### config.mk
export PLATFORM = sky130hd
export DESIGN_NAME = mul_low_unit
export DESIGN_NICKNAME = d
export VERILOG_FILES = /design/src/rtl/mul_low_unit.sv
export SDC_FILE = /design/constraint.sdc
export NUM_CORES = 2
export LEC_CHECK = 0
export CAP_MARGIN = 20
export CORE_ASPECT_RATIO = 0.7
export CORE_MARGIN = 3
export CORE_UTILIZATION = 39
export CTS_BUF_LIST = sky130_fd_sc_hd__clkbuf_4 sky130_fd_sc_hd__clkbuf_8 sky130_fd_sc_hd__clkbuf_16
export CTS_CLUSTER_SIZE = 16
export DETAILED_ROUTE_END_ITERATION = 8
export GPL_TIMING_DRIVEN = 0
export PLACE_DENSITY = 0.54
export SETUP_SLACK_MARGIN = 0.1
export SLEW_MARGIN = 25
export SYNTH_ARGS = -nofsm -noshare
export SYNTH_HDL_FRONTEND = slang
export SYNTH_SLANG_ARGS = --single-unit
### constraint.sdc
create_clock -name clk -period 17.8 [get_ports clk]
set_input_delay 3.56 -clock clk [delete_from_list [all_inputs] [get_ports clk]]
set_output_delay 3.56 -clock clk [all_outputs]
set_load 0.005 [all_outputs]
### src/rtl/mul_low_unit.sv
module mul_low_unit (
  input  logic        clk,
  input  logic        rst_n,
  input  logic        in_valid,
  input  logic [31:0] instr,
  input  logic [31:0] src_a,
  input  logic [31:0] src_b,
  input  logic        so_in,
  output logic        out_valid,
  output logic        illegal,
  output logic [4:0]  rd_idx,
  output logic [31:0] rd_data,
  output logic        rd_we,
  output logic        so_out,
  output logic        ov_out,
  output logic        stat_we,
  output logic        ca_we,
  output logic [3:0]  cr_field,
  output logic        cr_we
);

  logic        op_ok, oe, rc, ovf, so_nx, ov_nx;
  logic [63:0] prod;
  logic [31:0] lo;
  logic [3:0]  cr_nx;

  assign op_ok = (instr[31:26] == 6'd31) && (instr[9:1] == 9'd235);
  assign oe    = instr[10];
  assign rc    = instr[0];
  assign prod  = $signed(src_a) * $signed(src_b);
  assign lo    = prod[31:0];
  assign ovf   = prod[63:32] != {32{lo[31]}};
  assign ov_nx = oe & ovf;
  assign so_nx = so_in | (oe & ovf);
  assign cr_nx = {lo[31], ~lo[31] & (lo != 32'd0), lo == 32'd0, so_nx};
  assign ca_we = 1'b0;

  always_ff @(posedge clk) begin
    if (!rst_n) begin
      out_valid <= 1'b0; illegal <= 1'b0; rd_idx <= '0; rd_data <= '0;
      rd_we <= 1'b0; so_out <= 1'b0; ov_out <= 1'b0; stat_we <= 1'b0;
      cr_field <= '0; cr_we <= 1'b0;
    end else begin
      out_valid <= in_valid;
      illegal   <= in_valid & ~op_ok;
      rd_we     <= in_valid & op_ok;
      stat_we   <= in_valid & op_ok & oe;
      cr_we     <= in_valid & op_ok & rc;
      if (in_valid && op_ok) begin
        rd_idx   <= instr[25:21];
        rd_data  <= lo;
        so_out   <= so_nx;
        ov_out   <= ov_nx;
        cr_field <= cr_nx;
      end
    end
  end

  assert_valid_pulse_R8: assert property (@(posedge clk) disable iff (!rst_n)
    in_valid |=> out_valid);
  assert_no_valid_R8: assert property (@(posedge clk) disable iff (!rst_n)
    !in_valid |=> !out_valid);
  assert_illegal_quiet_R7: assert property (@(posedge clk) disable iff (!rst_n)
    illegal |-> !rd_we && !stat_we && !cr_we);
  assert_sticky_so_R4: assert property (@(posedge clk) disable iff (!rst_n)
    (in_valid && op_ok && so_in) |=> so_out);
  assert_no_overflow_R3: assert property (@(posedge clk) disable iff (!rst_n)
    (in_valid && op_ok && oe && ($signed(prod) == $signed({{32{lo[31]}}, lo}))) |=> !ov_out);
  assert_cr_so_copy_R6: assert property (@(posedge clk) disable iff (!rst_n)
    cr_we |-> cr_field[0] == so_out);
  assert_cr_onehot_R6: assert property (@(posedge clk) disable iff (!rst_n)
    cr_we |-> $onehot(cr_field[3:1]));
  assert_we_needs_valid_R8: assert property (@(posedge clk) disable iff (!rst_n)
    (rd_we || illegal) |-> out_valid);
  assert_no_carry_R9: assert property (@(posedge clk) !ca_we);

endmodule

==> flow_metrics.env <==
export IMPL_cts_tree="yes"
export IMPL_synthFlopType="dfxtp_1"
export IMPL_avgSynthCellArea_um2=9.40
export IMPL_final_util_pct=42.9
export IMPL_synthCells=4053
export IMPL_clkLatencyLatePin_ps=290
export IMPL_post_cts_buffers=0
export IMPL_area_growth_pct=8.45
export IMPL_drive_above_1_share_pct=1.55
export IMPL_htree_levels=2
export IMPL_vias_per_cell=5.27
export IMPL_fin_crit_sh_pct=78.3
export IMPL_grt_pass1_vias=29800
export IMPL_required_ps=17960
export IMPL_place_congestion=1.02
export IMPL_crit_path_start="src_b[5]"
export IMPL_clkSlewWorstSetupHoldPaths_ps=60
export IMPL_grt_antenna_before_repair=13
export IMPL_ys_seq_area_share_pct=2.42
export IMPL_clockBufferDepth=2
export IMPL_drt_pass1_iterations=6
export IMPL_numPortBuffers=137
export IMPL_async_reset_ff_share_pct=0
export IMPL_crit_fanout=15
export IMPL_worst_pin_slew_ps=1200
export IMPL_final_nets=5566
export IMPL_num_vias=29100
export IMPL_r2r_end="cr_field[0]$_SDFFE_PN0P_"
export IMPL_grt_overflow_total=0
export IMPL_die_h_um=267
export IMPL_finalHoldViolCount=0
export IMPL_setup_violations=0
export IMPL_drtIter0Drc=2761
export IMPL_routed_wl_um=148000
export IMPL_ys_warn_count=0
export IMPL_worst_setup_path_end_kind="register"
export IMPL_rows=95
export IMPL_cts_sinks=46
export IMPL_synth_distinct_cells=91
export IMPL_rsz0062_at_grt="no"
export IMPL_synth_area_leaders="fa_1 (57%), inv_1 (7.5%), and2_1 (7.2%)"
export IMPL_grt_pass1_wl_um=215000
export IMPL_post_route_min_period_ps=13940
export IMPL_slowest_stage="fa_1"
export IMPL_cts_hold_buf=0
export IMPL_io_pins=149
export IMPL_grt_usage_pct=29.7
export IMPL_r2r_slack_ps=16760
export IMPL_worstReg2RegStart="cr_field[0]$_SDFFE_PN0P_"
export IMPL_slew_headroom_pct=20.0
export IMPL_tns_ps=0
export IMPL_cap_violations=0
export IMPL_yosysTopAreaCellShare_pct=56.9
export IMPL_grt_max_degree=24
export IMPL_outcome="finished, final reports clean"
export IMPL_cts_repair_resized=0
export IMPL_setup_worst_path_start_class="input pin"
export IMPL_synth_top_area_cell="fa_1"
export IMPL_postLayoutCellArea_um2=41300
export IMPL_syn_num_nets=5419
export IMPL_post_dp_cell_area_um2=41100
export IMPL_root_buffer="clkbuf_16"
export IMPL_crit_arrival_ps=14100
export IMPL_hp_class="reg2reg"
export IMPL_dpl_hpwl_um=130000
export IMPL_core_area_um2=96400
export IMPL_crit_path_frequent_cell="fa_1"
export IMPL_die_x_um=380
export IMPL_synth_edf_count=0
export IMPL_cp_endpoint="cr_field[0]$_SDFFE_PN0P_"
export IMPL_cts_buffers=5
export IMPL_post_drt_wl_per_cell_um=26.8
export IMPL_cp_slowest_stage_delay_ps=800
export IMPL_reg2reg_depth=4
export IMPL_drtAntennaViolNets=0
export IMPL_slew_violations=0
export IMPL_syn_area_um2=38100
export IMPL_start_util_pct=39.5
export IMPL_fmax_mhz=71.7
export IMPL_route_detailed_drc=0
export IMPL_fp_dieArea_um2=102000
export IMPL_skew_ps=0
export IMPL_path_class="in2reg"
export IMPL_ys_seq_elements=46
[routing by layer]
layer	GRT usage [%]	wire [um]	vias up
met1	43.4	65300	14900
met3	16.3	24600	150
met2	38.0	54400	1661
met4	5.47	3360	12
met5	2.36	363	-
li1	-	-	12300
[cells in the mapped netlist, types with 5 or more instances]
library cell,count
buf_1,7
fa_1,1082
o211a_1,7
nand3_1,23
xnor2_1,39
nand4_1,18
mux2i_1,5
nand2_1,699
nor4_1,7
nor2_1,57
a31oi_1,6
a21o_1,25
and4_1,6
xor2_1,22
dfxtp_1,46
o21ai_0,46
clkbuf_1,210
nand2b_1,29
nor3b_1,6
nor3_1,24
ha_1,184
buf_2,14
a21oi_1,79
and2_1,436
o21ai_1,12
a21boi_0,28
a211oi_1,13
inv_1,763
o21a_1,9
o21bai_1,12
o211ai_1,13
nor2b_1,5
and3_1,19
[critical path: cells and delay by family]
| kind | cells | cell delay [ps] |
|---|---|---|
| AND/OR/NAND/NOR | 3 | 870 |
| adder cells (fa/ha/maj) | 9 | 4590 |
| AO/OA/AOI/OAI | 9 | 2040 |
| buffers and inverters | 8 | 3010 |
[logic make-up after synthesis]
| group | share of synthesized area (%) |
|---|---|
| flops | 2.42 |
| mux | 0.161 |
| xor+xnor | 1.40 |
| compound gates | 5.66 |
| other cells | 0.00985 |
| simple gates | 17.5 |
| buf+inv | 9.92 |
| fa+ha+maj | 62.9 |
[cell type report]
| class | count | area [um2] |
|---|---|---|
| multi-input combinational | 3008 | 33400 |
| inverter | 764 | 2870 |
| tap | 1309 | 1640 |
| clock buffer | 6 | 139 |
| fill | 9575 | 55100 |
| sequential | 46 | 921 |
| clock inverter | 2 | 12.5 |
| buffer | 235 | 923 |
| timing repair buffer | 140 | 1400 |
| antenna | 5 | 12.5 |
[placed cells by master (no fill, tap or decap), types with 22 or more instances in the layout]
cell type | netlist | layout
clkdlybuf4s50_1 | 0 | 136
a21o_1 | 25 | 25
nand2b_1 | 29 | 29
and2_1 | 436 | 436
o21ai_0 | 46 | 46
xnor2_1 | 39 | 39
nor3_1 | 24 | 24
nand2_1 | 699 | 699
a21oi_1 | 79 | 79
ha_1 | 184 | 184
a21boi_0 | 28 | 28
fa_1 | 1082 | 1082
nand3_1 | 23 | 23
nor2_1 | 57 | 57
clkbuf_1 | 210 | 201
inv_1 | 763 | 761
dfxtp_1 | 46 | 46
xor2_1 | 22 | 22
[flip-flops by register name, indices dropped and copies added, names as in the netlist]
signal and cells:
stat_we 1, rd_data 32, cr_we 1, out_valid 1, illegal 1, ov_out 1, rd_we 1, rd_idx 5
cr_field 3
[worst min-delay path by stage]
stage                                     endpoint                     start  cells after the start  slack, ps
after floorplan           cr_field[1]$_SDFFE_PN0P_  cr_field[1]$_SDFFE_PN0P_                      2        450
after global placement    cr_field[1]$_SDFFE_PN0P_  cr_field[1]$_SDFFE_PN0P_                      2        440
after detailed placement  cr_field[1]$_SDFFE_PN0P_  cr_field[1]$_SDFFE_PN0P_                      2        450
after CTS                 cr_field[1]$_SDFFE_PN0P_  cr_field[1]$_SDFFE_PN0P_                      2        460
after global routing        rd_idx[4]$_SDFFE_PN0P_    rd_idx[4]$_SDFFE_PN0P_                      2        490
final                     cr_field[1]$_SDFFE_PN0P_  cr_field[1]$_SDFFE_PN0P_                      2        450
[metrics by stage]
stage,hold WS [ps],setup WS [ps],instances
floorplan,451,6140,4053
CTS,459,3830,5510
global route,490,3280,5510
finish,453,3860,5515
detailed placement,447,3590,5502
global placement,442,3570,5499
Power is not shown: default switching activity piles up to over one toggle a cycle in this logic, so the estimate is an artifact.
